File: src/rtl/pause_resolve_pkg.sv
package pause_resolve_pkg;

  localparam int unsigned MODE_W = 2;

  typedef enum logic [MODE_W-1:0] {
    FC_NONE = 2'd0,
    FC_RX   = 2'd1,
    FC_TX   = 2'd2,
    FC_BOTH = 2'd3
  } fc_mode_e;

endpackage

File: src/rtl/fc_table.sv
module fc_table
  import pause_resolve_pkg::*;
(
  input  logic     full_duplex_i,
  input  logic     partner_pause_i,
  input  logic     partner_asym_i,
  input  fc_mode_e pref_i,
  output fc_mode_e mode_o
);

  logic pref_both;
  assign pref_both = (pref_i == FC_BOTH);

  always_comb begin
    mode_o = FC_NONE;
    if (full_duplex_i) begin
      unique case ({partner_pause_i, partner_asym_i})
        2'b11:   mode_o = pref_i;
        2'b10:   mode_o = pref_both ? FC_BOTH : FC_NONE;
        2'b01:   mode_o = pref_both ? FC_RX : FC_NONE;
        default: mode_o = FC_NONE;
      endcase
    end
  end

endmodule

File: src/rtl/fc_decode.sv
module fc_decode
  import pause_resolve_pkg::*;
#(
  parameter int unsigned          PAUSE_W   = 16,
  parameter logic [PAUSE_W-1:0]   PAUSE_VAL = 'h40
) (
  input  fc_mode_e           mode_i,
  output logic               rx_en_o,
  output logic               tx_en_o,
  output logic [PAUSE_W-1:0] pause_o
);

  assign rx_en_o = (mode_i == FC_RX) || (mode_i == FC_BOTH);
  assign tx_en_o = (mode_i == FC_TX) || (mode_i == FC_BOTH);
  assign pause_o = (mode_i == FC_NONE) ? '0 : PAUSE_VAL;

endmodule

File: src/rtl/fc_hold.sv
module fc_hold
  import pause_resolve_pkg::*;
#(
  parameter int unsigned PAUSE_W = 16
) (
  input  logic               clk_i,
  input  logic               rst_ni,
  input  logic               load_i,
  input  fc_mode_e           mode_d_i,
  input  logic               rx_d_i,
  input  logic               tx_d_i,
  input  logic [PAUSE_W-1:0] pause_d_i,
  output fc_mode_e           mode_q_o,
  output logic               rx_q_o,
  output logic               tx_q_o,
  output logic [PAUSE_W-1:0] pause_q_o
);

  always_ff @(posedge clk_i or negedge rst_ni) begin
    if (!rst_ni) begin
      mode_q_o  <= FC_NONE;
      rx_q_o    <= 1'b0;
      tx_q_o    <= 1'b0;
      pause_q_o <= '0;
    end else if (load_i) begin
      mode_q_o  <= mode_d_i;
      rx_q_o    <= rx_d_i;
      tx_q_o    <= tx_d_i;
      pause_q_o <= pause_d_i;
    end
  end

endmodule

File: src/rtl/pause_resolve.sv
module pause_resolve
  import pause_resolve_pkg::*;
#(
  parameter int unsigned        PAUSE_W   = 16,
  parameter logic [PAUSE_W-1:0] PAUSE_VAL = 'h40
) (
  input  logic               clk_i,
  input  logic               rst_ni,
  input  logic               resolve_i,
  input  logic               full_duplex_i,
  input  logic               partner_pause_i,
  input  logic               partner_asym_i,
  input  logic [1:0]         local_pref_i,
  output logic [1:0]         mode_o,
  output logic               rx_flow_en_o,
  output logic               tx_flow_en_o,
  output logic [PAUSE_W-1:0] pause_time_o
);

  fc_mode_e           mode_d, mode_q;
  logic               rx_d, tx_d;
  logic [PAUSE_W-1:0] pause_d;

  fc_table u_table (
    .full_duplex_i  (full_duplex_i),
    .partner_pause_i(partner_pause_i),
    .partner_asym_i (partner_asym_i),
    .pref_i         (fc_mode_e'(local_pref_i)),
    .mode_o         (mode_d)
  );

  // decode ahead of the register so every output leaves a flop
  fc_decode #(.PAUSE_W(PAUSE_W), .PAUSE_VAL(PAUSE_VAL)) u_decode (
    .mode_i (mode_d),
    .rx_en_o(rx_d),
    .tx_en_o(tx_d),
    .pause_o(pause_d)
  );

  fc_hold #(.PAUSE_W(PAUSE_W)) u_hold (
    .clk_i    (clk_i),
    .rst_ni   (rst_ni),
    .load_i   (resolve_i),
    .mode_d_i (mode_d),
    .rx_d_i   (rx_d),
    .tx_d_i   (tx_d),
    .pause_d_i(pause_d),
    .mode_q_o (mode_q),
    .rx_q_o   (rx_flow_en_o),
    .tx_q_o   (tx_flow_en_o),
    .pause_q_o(pause_time_o)
  );

  assign mode_o = mode_q;

endmodule

File: config.mk
export PLATFORM = sky130hd
export DESIGN_NAME = pause_resolve
export DESIGN_NICKNAME = d
export VERILOG_FILES = /design/src/rtl/pause_resolve_pkg.sv /design/src/rtl/fc_table.sv /design/src/rtl/fc_decode.sv /design/src/rtl/fc_hold.sv /design/src/rtl/pause_resolve.sv
export SDC_FILE = /design/constraint.sdc
export NUM_CORES = 1
export LEC_CHECK = 0
export ABC_CLOCK_PERIOD_IN_PS = 1100
export BUFFER_PORTS_ARGS = -buffer_cell sky130_fd_sc_hd__buf_2
export CELL_PAD_IN_SITES_DETAIL_PLACEMENT = 0
export CELL_PAD_IN_SITES_GLOBAL_PLACEMENT = 1
export CORE_MARGIN = 4
export CORE_UTILIZATION = 45
export CTS_CLUSTER_SIZE = 40
export DETAILED_ROUTE_END_ITERATION = 7
export HOLD_SLACK_MARGIN = 0.06
export PLACE_DENSITY = 0.91
export SLEW_MARGIN = 30
export SYNTH_ARGS = -nofsm -noshare
export SYNTH_HDL_FRONTEND = slang
export SYNTH_HIERARCHICAL = 1
export SYNTH_SLANG_ARGS = --single-unit
export TNS_END_PERCENT = 30
File: constraint.sdc
create_clock -name clk_i -period 1.1 [get_ports clk_i]
set_clock_uncertainty 0.05 [all_clocks]
set_input_delay 0.055 -clock clk_i [delete_from_list [all_inputs] [get_ports clk_i]]
set_output_delay 0.055 -clock clk_i [all_outputs]
set_load 0.03 [all_outputs]
==> summary.txt, run 1 <==
Status
  – Status: complete, no violations

Pwr
  – Clock Power Share: 24.9%
  – Cell Pwr Density: 1450 mW/mm2
  – Logic pwr share: 24.5%
  – Sequential power share: 50.6%
  – Pint: 1180 uW
  – Largest vdd supply drop: 0.000831 V
  – Power after layout: 1660 uW
  – Static Leak: 0.000628 uW
  – Sw Share: 29.1%
  – Sw Pwr: 484 uW

Cells and area
  – Final Util: 56.7%
  – Finished Layout Cells: 121
  – Fillers: 170
  – Ratio of cells with drive above 1 in the final layout: 59.6%
  – Nets: 103
  – # diodes: 0
  – Area Overhead vs Synth: 16.8%

STA
  – RSZ-0062 raised after global routing: false
  – Final Worst Setup Slack: 110 ps
  – Final min period: 990 ps
  – FMAX: 1.01 GHz
  – Final hold violation count: 0
  – Final setup fails: 0
  – Post-route setup TNS: 0 ps
  – Crit share post-route: 90.0%
  – Pins over their slew limit: 0

Clocking
  – Cts repair resizes: 0
  – CTS buffer count: 3
  – TritonCTS clock tree: built
  – H-Tree Depth: 1
  – Post-CTS Setup Repair Bufs: 0
  – Clock-pin slew on the worst setup and hold paths: 110 ps
  – Clk sink count: 20
  – CTS Buffer Depth: 2
  – Clock root buffer: clkbuf_4
  – Worst-skew pair later-pin latency: 290 ps
  – Hold buffers post-CTS: 1

Synthesis
  – Post-synth EDFFs: 0
  – Synth Area in Simple Gates: 1.27%
  – Post-synthesis adder-cell area fraction: 1.15%
  – Ys async rst share: 100%
  – Yosys warning total: 6
  – Syn_area_per_cell: 15.3 um2
  – Ys flop type: dfrtp_1
  – Area share of the largest cell type after synthesis: 51.0%
  – Netlist cell types: 10
  – Post-synth top cells: dfrtp_1 (20), mux2_4 (20), buf_4 (15)
  – Synth top area cells: dfrtp_1 (51%), mux2_4 (31%), buf_4 (11%)
  – Compound-Gate Fraction of Synth Area: 1.15%
  – Xor-xnor portion of the synthesized cell area: 0%
  – Area leader, netlist: dfrtp_1
  – Sequential-to-total area share from yosys stat: 51.0%
  – FF+latch count, synth: 20
  – Largest family of logic cells by synthesized area: multiplexers
  – Synth Instances: 64
  – Mux share of post-synthesis cell area: 30.6%
  – Cell Area, Synth: 982 um2

Critical path
  – Worst reg2reg path startpoint: u_hold/pause_q_o[9]
  – Crit. End Element: output pin
  – Reg2reg setup slack: 260 ps
  – Reg2reg path depth: 1
  – CP max stage delay: 410 ps
  – Critical Path Start Type: flop
  – Crit path buf inv count: 1
  – Critical path peak fanout: 2
  – CP required: 1000 ps
  – Critical path cell sequence: buf_2
  – WS Path Type: flop to output pin
  – Worst reg2reg path endpoint: u_hold/pause_q_o[9]
  – WP data arrival: 880 ps
  – Crit-path leading delay family: flip-flops
  – Slowest stage cell, crit path: dfrtp_1

Placed design
  – Placed Cells: 116
  – Placer Congestion: 0.586
  – I/O Buffers: 27
  – Placement Setup Slack: -129 ps

Detailed routing
  – Routed Antenna Nets: 0
  – M1 WL: 624 um
  – DR DRC count: 0
  – Drt via density: 4.22
  – Drt first pass iters: 2
  – Met2 wire len: 758 um
  – 1st-iter DRT viols: 2
  – DRT Wirelength: 1470 um
  – Via count: 511
  – Met3 WL post-DR: 82 um
  – Wirelength per Cell: 12.1 um
  – DR top layer: met3

Floorplan
  – Initial core utilization: 48.6%
  – Die Area: 0.00299 mm2
  – Core area: 0.00202 mm2
  – IO Count: 28
  – Overall die width: 54.7 um
  – Row count: 16
  – Die Ht: 54.7 um

Job
  – MaxCap Viol Count: 0

Global routing
  – Initial antenna violation count: 0
  – Largest net degree at the start of global routing: 21
  – GR Util All Layers: 11.3%
  – First-pass GRT wire length: 2330 um
  – Vias in the first global route: 514
  – Total global routing overflow: 0

Min path
  – Worst min-delay path category: primary input to async pin
[how the worst max path moves through the flow]
stage,from,endpoint,slack (ps),cells past startpoint
2_1_floorplan,partner_pause_i,u_hold/pause_q_o[6],-1,4
3_3_place_gp,partner_pause_i,u_hold/pause_q_o[6],-110,5
3_5_place_dp,partner_pause_i,u_hold/pause_q_o[6],-130,5
4_1_cts,u_hold/pause_q_o[9],pause_time_o[9],90,1
5_1_grt,u_hold/mode_q_o[1],mode_o[1],60,1
6_report,u_hold/pause_q_o[9],pause_time_o[9],110,1
[power groups by stage]
stage / clock, uW / sequential [uW] / combinational (uW)
finish: 414 / 841 / 408
global route: 462 / 850 / 435
CTS: 432 / 842 / 413
detailed placement: 0 / 854 / 411
global placement: 0 / 850 / 403
floorplan: 0 / 989 / 189
[cells in the final DEF (no fill, tap or decap)]
cell | netlist | routed
and3_4 | 0 | 1
buf_12 | 0 | 1
buf_2 | 0 | 27
buf_4 | 15 | 2
clkbuf_4 | 0 | 3
clkbuf_8 | 0 | 1
conb_1 | 1 | 15
dfrtp_1 | 20 | 20
dlygate4sd3_1 | 0 | 1
maj3_2 | 1 | 1
mux2_4 | 20 | 20
o2111a_1 | 1 | 1
or2_1 | 1 | 1
[stage by stage]
step | instance area, um2 | hold slack (ps)
floorplan | 1040 | -291
global placement | 1100 | -32.9
detailed placement | 1100 | -28.0
CTS | 1150 | 171
global route | 1150 | 194
finish | 1150 | 166
[area by class of cell]
class / count / area (um2) / area share, %
Timing Repair Buffer: 31 / 180 / 15.7
Multi-Input combinational cell: 39 / 397 / 34.6
Sequential cell: 20 / 500 / 43.6
Tap cell: 27 / 33.8 / 2.94
Clock buffer: 4 / 36.3 / 3.16
[registers in the layout (all words and copies together), names as in the netlist]
register and cells:
u_hold/mode_q_o 2, u_hold/pause_q_o 16, u_hold/rx_q_o 1, u_hold/tx_q_o 1
[cells by family (layout without fill, tap and decap cells)]
logic type	after synthesis	in the layout
AOI/OAI and AO/OA	1	1
adders and majority gates	1	1
buffers and inverters	19	35
DFF	20	20
muxes	20	20
other	1	15
and+or+nand+nor	2	2
[per-layer routing]
layer	vias up	track usage (%)
li1	245	-
met4	0	4.98
met2	15	17.9
met3	0	3.54
met1	251	13.9
met5	-	0
(Power assumes the default switching activity.)
==> run 2: changes to the inputs <==
==> constraint.sdc (replaced) <==
create_clock -name clk_i -period 1.1 [get_ports clk_i]
set_clock_uncertainty 0.05 [all_clocks]
set_input_delay 0.33 -clock clk_i [delete_from_list [all_inputs] [get_ports clk_i]]
set_output_delay 0.33 -clock clk_i [all_outputs]
set_load 0.03 [all_outputs]
==> run 2 against run 1 <==
Net effect:
- the flow now finishes with violations (negative setup slack)
- non-clock buffer count is 11 higher
- setup slack worse by 240 ps
- combinational power is 35% higher
- routed wire length is 4.6% higher
- design area is 20% higher
- sequential share of layout area is 7.1 points lower
- global-route usage is 0.60 points higher
- die area stayed put
- register-to-register slack worse by 220 ps
- final cell count is 9.1% higher
- fmax is 19% lower
==> summary.txt, run 2 (synthesis results as in run 1) <==
Clocking
  – Clock root buffer: clkbuf_4 (unchanged)
  – Worst-skew pair later-pin latency: 280 ps (was 290 ps)
  – CTS buffer count: 3 (unchanged)
  – Clk sink count: 20 (unchanged)
  – TritonCTS clock tree: built (unchanged)
  – CTS Buffer Depth: 2 (unchanged)
  – H-Tree Depth: 1 (unchanged)
  – Clock-pin slew on the worst setup and hold paths: 110 ps (about the same)

Detailed routing
  – DRT Wirelength: 1530 um (was 1470 um)
  – Drt via density: 4.28 (was 4.22)
  – Drt first pass iters: 2 (unchanged)
  – DR DRC count: 0 (unchanged)
  – Routed Antenna Nets: 0 (unchanged)
  – 1st-iter DRT viols: 4 (was 2)
  – Via count: 565 (was 511)
  – Wirelength per Cell: 11.6 um (was 12.1 um)

Cells and area
  – Multi-input gate area: 397 um2 (unchanged)
  – Largest regs: u_hold/pause_q_o: 16 flops, u_hold/mode_q_o: 2 flops (unchanged)
  – Max FFs per register: 16 (unchanged)
  – Register Area: 500 um2 (unchanged)
  – Nets: 114 (was 103)
  – Most frequent cells in the layout: buf_6 (21), mux2_4 (20), dfrtp_1 (20) (was buf_2 (27), mux2_4 (20), dfrtp_1 (20))
  – Area Overhead vs Synth: 39.6% (was 16.8%)
  – Fillers: 144 (was 170)
  – Ratio of cells with drive above 1 in the final layout: 63.8% (was 59.6%)
  – Post-route cell area: 0.00137 mm2 (was 0.00115 mm2)
  – Most common cell after layout, fill and taps aside: buf_6 (was buf_2)
  – Largest register by flop count: u_hold/pause_q_o (unchanged)
  – # diodes: 0 (unchanged)

Critical path
  – CP required: 720 ps (was 1000 ps)
  – Reg2reg setup slack: 40 ps (was 260 ps)
  – Reg2reg path depth: 3 (was 1)
  – Critical Path Start Type: flop (unchanged)
  – Crit path buf inv count: 1 (unchanged)
  – Critical path cell sequence: buf_6 (was buf_2)
  – CP max stage delay: 410 ps (about the same)
  – Worst reg2reg path startpoint: u_hold/pause_q_o[0] (was u_hold/pause_q_o[9])
  – WS Path Type: flop to output pin (unchanged)
  – Crit-path leading delay family: flip-flops (unchanged)
  – WP data arrival: 850 ps (was 880 ps)
  – Critical path peak fanout: 2 (unchanged)
  – Crit. End Element: output pin (unchanged)
  – Worst reg2reg path endpoint: u_hold/pause_q_o[0] (was u_hold/pause_q_o[9])
  – Slowest stage cell, crit path: dfrtp_1 (unchanged)

Placed design
  – Cell Area, Placed: 0.00112 mm2 (was 0.00110 mm2)
  – Post-DP HPWL: 1070 um
  – I/O Buffers: 27 (unchanged)
  – Placer Congestion: 0.621 (was 0.586)

STA
  – FMAX: 0.816 GHz (was 1.01 GHz)
  – Final min period: 1230 ps (was 990 ps)
  – Crit share post-route: 111% (was 90.0%)
  – Pins over their slew limit: 0 (unchanged)
  – Final hold violation count: 0 (unchanged)
  – Final Worst Setup Slack: -126 ps (was 110 ps)
  – RSZ-0062 raised after global routing: true (was false)
  – Final setup fails: 23 (was 0)

Floorplan
  – Die Ht: 54.7 um (unchanged)
  – Die Area: 0.00299 mm2 (unchanged)
  – IO Count: 28 (unchanged)
  – Row count: 16 (unchanged)
  – Initial core utilization: 48.6% (unchanged)
  – Core area: 0.00202 mm2 (unchanged)
  – Overall die width: 54.7 um (unchanged)

Pwr
  – Static Leak: 0.000723 uW (was 0.000628 uW)
  – Largest vdd supply drop: 0.000832 V (was 0.000831 V)
  – Power after layout: 1810 uW (was 1660 uW)
  – Cell Pwr Density: 1320 mW/mm2 (was 1450 mW/mm2)

Status
  – Status: finished, violations left (was complete, no violations)
  – Failing checks: negative setup slack

Global routing
  – First-pass GRT wire length: 2490 um (was 2330 um)
  – Initial antenna violation count: 0 (unchanged)
  – GR Util All Layers: 11.9% (was 11.3%)
  – Largest net degree at the start of global routing: 21 (unchanged)
  – Vias in the first global route: 599 (was 514)
  – Total global routing overflow: 0 (unchanged)

Job
  – MaxCap Viol Count: 0 (unchanged)

Min path
  – Worst min-delay path category: primary input to async pin (unchanged)
-- run 2: worst max path at each step --
stage	startpoint	endpoint	cells past startpoint
after global routing	u_hold/pause_q_o[14]	pause_time_o[14]	1
after CTS	u_hold/pause_q_o[14]	pause_time_o[14]	1
final	u_hold/pause_q_o[14]	pause_time_o[14]	1
after detailed placement	partner_pause_i	u_hold/pause_q_o[6]	5
after floorplan	partner_pause_i	u_hold/pause_q_o[6]	4
after global placement	partner_pause_i	u_hold/pause_q_o[6]	5
-- run 2: what timing repair did --
action | 4_1_cts | 5_1_grt
hold buffers | 1 | 0
buffers inserted | 9 | 1
endpoints found under the hold margin | 20 | 0
resized for setup | 41 | 0
setup endpoints to repair | 23 | 21
-- run 2: through the flow --
stage / hold slack, ps / std cells / utilization (%) / setup slack (ps) / setup TNS, ps
2_1_floorplan: -15.6 / 78 / - / -276 / -511
3_3_place_gp: 239 / 117 / 55.4 / -388 / -1310
3_5_place_dp: 246 / 117 / 55.4 / -409 / -1380
4_1_cts: 455 / 131 / 67.5 / -137 / -2580
5_1_grt: 447 / 132 / 67.8 / -186 / -3500
6_report: 456 / 132 / 67.8 / -126 / -2490
-- run 2: cell type report --
class / count / share of cell area, %
Clock buffer: 4 / 2.65
Multi-Input combinational cell: 39 / 28.9
Sequential cell: 20 / 36.5
Tap cell: 27 / 2.46
Timing Repair Buffer: 42 / 29.5
-- run 2: report_power, final --
part	internal (uW)	switching (uW)	leakage (uW)	total, uW
registers	803	51.2	0.000243	854
logic	302	247	0.000460	549
clock network	201	205	0.0000210	406
-- run 2: metal layers --
metal	track usage (%)	routed length, um
met1	12.7	603
met2	21.9	834
met3	3.81	97
met4	3.73	0
met5	0	0
==> run 3: changes to the inputs <==
--- a/config.mk
+++ b/config.mk
@@ -14,10 +14,9 @@
 export CTS_CLUSTER_SIZE = 40
 export DETAILED_ROUTE_END_ITERATION = 7
 export HOLD_SLACK_MARGIN = 0.06
-export PLACE_DENSITY = 0.91
+export PLACE_DENSITY = 0.82
 export SLEW_MARGIN = 30
 export SYNTH_ARGS = -nofsm -noshare
 export SYNTH_HDL_FRONTEND = slang
 export SYNTH_HIERARCHICAL = 1
 export SYNTH_SLANG_ARGS = --single-unit
-export TNS_END_PERCENT = 30
==> run 3 against run 2 <==
Net effect:
- the run still ends with negative setup slack left
- critical path depth unchanged
- combinational power grew 9.1%
- clock power rose by 4%
- design area increased by 6.8%
- clock-buffer cell count stayed put
- highest routed layer is now met4
- largest cell class unchanged
- final cell count up 7.6%
- hold slack worse by 17 ps
- largest power group unchanged
- die area is the same
- sequential share of layout area fell by 2.3 points
- power rose by 3.8%
- sequential power hardly changed
==> summary.txt, run 3 (synthesis results as in run 1) <==
Status
  – Status: finished, violations left (unchanged)
  – Failing checks: negative setup slack (unchanged)

Floorplan
  – Overall die width: 54.7 um (unchanged)
  – Core area: 0.00202 mm2 (unchanged)
  – Row count: 16 (unchanged)
  – Initial core utilization: 48.6% (unchanged)
  – Die Ht: 54.7 um (unchanged)
  – Die Area: 0.00299 mm2 (unchanged)
  – IO Count: 28 (unchanged)

Clocking
  – Clk sink count: 20 (unchanged)
  – Worst-skew pair later-pin latency: 300 ps (was 280 ps)
  – H-Tree Depth: 1 (unchanged)
  – CTS Buffer Depth: 2 (unchanged)
  – TritonCTS clock tree: built (unchanged)
  – CTS buffer count: 3 (unchanged)
  – Clock root buffer: clkbuf_4 (unchanged)
  – Clock-pin slew on the worst setup and hold paths: 110 ps (about the same)

Detailed routing
  – Via count: 601 (was 565)
  – Routed Antenna Nets: 0 (unchanged)
  – 1st-iter DRT viols: 6 (was 4)
  – DR DRC count: 0 (unchanged)
  – Drt first pass iters: 4 (was 2)
  – Drt via density: 4.23 (was 4.28)
  – DRT Wirelength: 1760 um (was 1530 um)
  – Wirelength per Cell: 12.4 um (was 11.6 um)

Pwr
  – Cell Pwr Density: 1280 mW/mm2 (was 1320 mW/mm2)
  – Largest vdd supply drop: 0.000813 V (was 0.000832 V)
  – Clock Power Share: 22.6% (was 22.5%)
  – Pint: 1350 uW (was 1310 uW)
  – Static Leak: 0.000779 uW (was 0.000723 uW)
  – Logic pwr share: 31.9% (was 30.3%)
  – Sw Share: 28.2% (was 27.8%)
  – Sequential power share: 45.5% (was 47.2%)
  – Sw Pwr: 529 uW (was 503 uW)

Cells and area
  – Fillers: 137 (was 144)
  – Max FFs per register: 16 (unchanged)
  – Nets: 124 (was 114)
  – Most frequent cells in the layout: buf_6 (24), buf_4 (21), mux2_4 (20), dfrtp_1 (20), conb_1 (15) (was buf_6 (21), mux2_4 (20), dfrtp_1 (20))
  – Most common cell after layout, fill and taps aside: buf_6 (unchanged)
  – Multi-input gate area: 397 um2 (unchanged)
  – Register Area: 500 um2 (unchanged)
  – Largest register by flop count: u_hold/pause_q_o (unchanged)
  – Largest regs: u_hold/pause_q_o: 16 flops, u_hold/mode_q_o: 2 flops (unchanged)
  – # diodes: 0 (unchanged)
  – Ratio of cells with drive above 1 in the final layout: 67.0% (was 63.8%)
  – Area Overhead vs Synth: 49.2% (was 39.6%)

STA
  – Final min period: 1250 ps (was 1230 ps)
  – Crit share post-route: 113% (was 111%)
  – RSZ-0062 raised after global routing: true (unchanged)
  – FMAX: 0.802 GHz (was 0.816 GHz)
  – Final hold violation count: 0 (unchanged)
  – Pins over their slew limit: 0 (unchanged)
  – Final Worst Setup Slack: -147 ps (was -126 ps)
  – Post-route setup TNS: -2720 ps (was -2490 ps)
  – Final setup fails: 21 (was 23)

Critical path
  – Critical path cell sequence: buf_6 (unchanged)
  – WP data arrival: 870 ps (was 850 ps)
  – WS Path Type: flop to output pin (unchanged)
  – CP max stage delay: 420 ps (was 410 ps)
  – Crit. End Element: output pin (unchanged)
  – Critical path peak fanout: 2 (unchanged)
  – Critical Path Start Type: flop (unchanged)
  – Crit path buf inv count: 1 (unchanged)
  – Slowest stage cell, crit path: dfrtp_1 (unchanged)
  – CP required: 720 ps (about the same)
  – Crit-path leading delay family: flip-flops (unchanged)

Placed design
  – I/O Buffers: 27 (unchanged)
  – Placer Congestion: 0.622 (was 0.621)
  – Post-DP HPWL: 1070 um (about the same)
  – Placement Setup Slack: -407 ps (was -409 ps)

Global routing
  – Total global routing overflow: 0 (unchanged)
  – Largest net degree at the start of global routing: 21 (unchanged)
  – Vias in the first global route: 670 (was 599)
  – Initial antenna violation count: 0 (unchanged)
  – GR Util All Layers: 13.1% (was 11.9%)
  – First-pass GRT wire length: 2750 um (was 2490 um)

Min path
  – Worst min-delay path category: primary input to async pin (unchanged)

Job
  – MaxCap Viol Count: 0 (unchanged)
-- run 3: cell types whose count changed in the layout (fill, tap and decap cells not counted), sizes merged --
cell / change
buf: +10
-- run 3: stage by stage --
step	area, um2	total power, uW	instances	util (%)	hold slack [ps]
global placement	1120	1260	117	55.4	242
CTS	1400	1850	134	69.3	445
floorplan	1040	1180	78	-	-15.6
detailed placement	1120	1270	117	55.4	249
finish	1470	1880	142	72.5	440
global route	1470	1970	142	72.5	437
-- run 3: repair_timing --
action	4_1_cts	5_1_grt
endpoints found under the setup margin	23	22
buffers inserted	12	8
pin swaps	2	2
endpoints found under the hold margin	20	0
hold buffers	1	0
resized for setup	43	1
-- run 3: worst paths after layout --
check / slack (ps) / cells after the start / endpoint / start
max: -150 / 1 / pause_time_o[3] / u_hold/pause_q_o[3]
min: 440 / 2 / u_hold/pause_q_o[9] / rst_ni
max reg2reg: 20 / 3 / u_hold/pause_q_o[9] / u_hold/pause_q_o[9]
min reg2reg: 500 / 1 / u_hold/tx_q_o / u_hold/tx_q_o
max in group asynchronous: 260 / 2 / u_hold/pause_q_o[14] / rst_ni
min in group clk_i: 440 / 3 / u_hold/mode_q_o[1] / resolve_i
-- run 3: area by class of cell --
cell class                 instances  share of cell area, %
sequential                        20                   34.2
timing repair buffer              52                   34.0
multi-input combinational         39                   27.1
clock buffer                       4                   2.48
tap                               27                   2.31
-- run 3: metal layers --
| metal | track usage, % | up-vias | share of wire, % |
|---|---|---|---|
| met1 | 13.6 | 296 | 38 |
| met5 | 0 | - | 0 |
| met2 | 24.8 | 16 | 56 |
| met4 | 6.22 | 0 | 1.3 |
| li1 | - | 287 | - |
| met3 | 2.45 | 2 | 4.6 |
-- run 3: power groups by stage --
stage / registers, uW / logic [uW] / clock network, uW
after floorplan: 989 / 189 / 0
after global placement: 850 / 412 / 0
after detailed placement: 852 / 418 / 0
after CTS: 854 / 566 / 431
after global routing: 862 / 635 / 470
final: 854 / 599 / 424
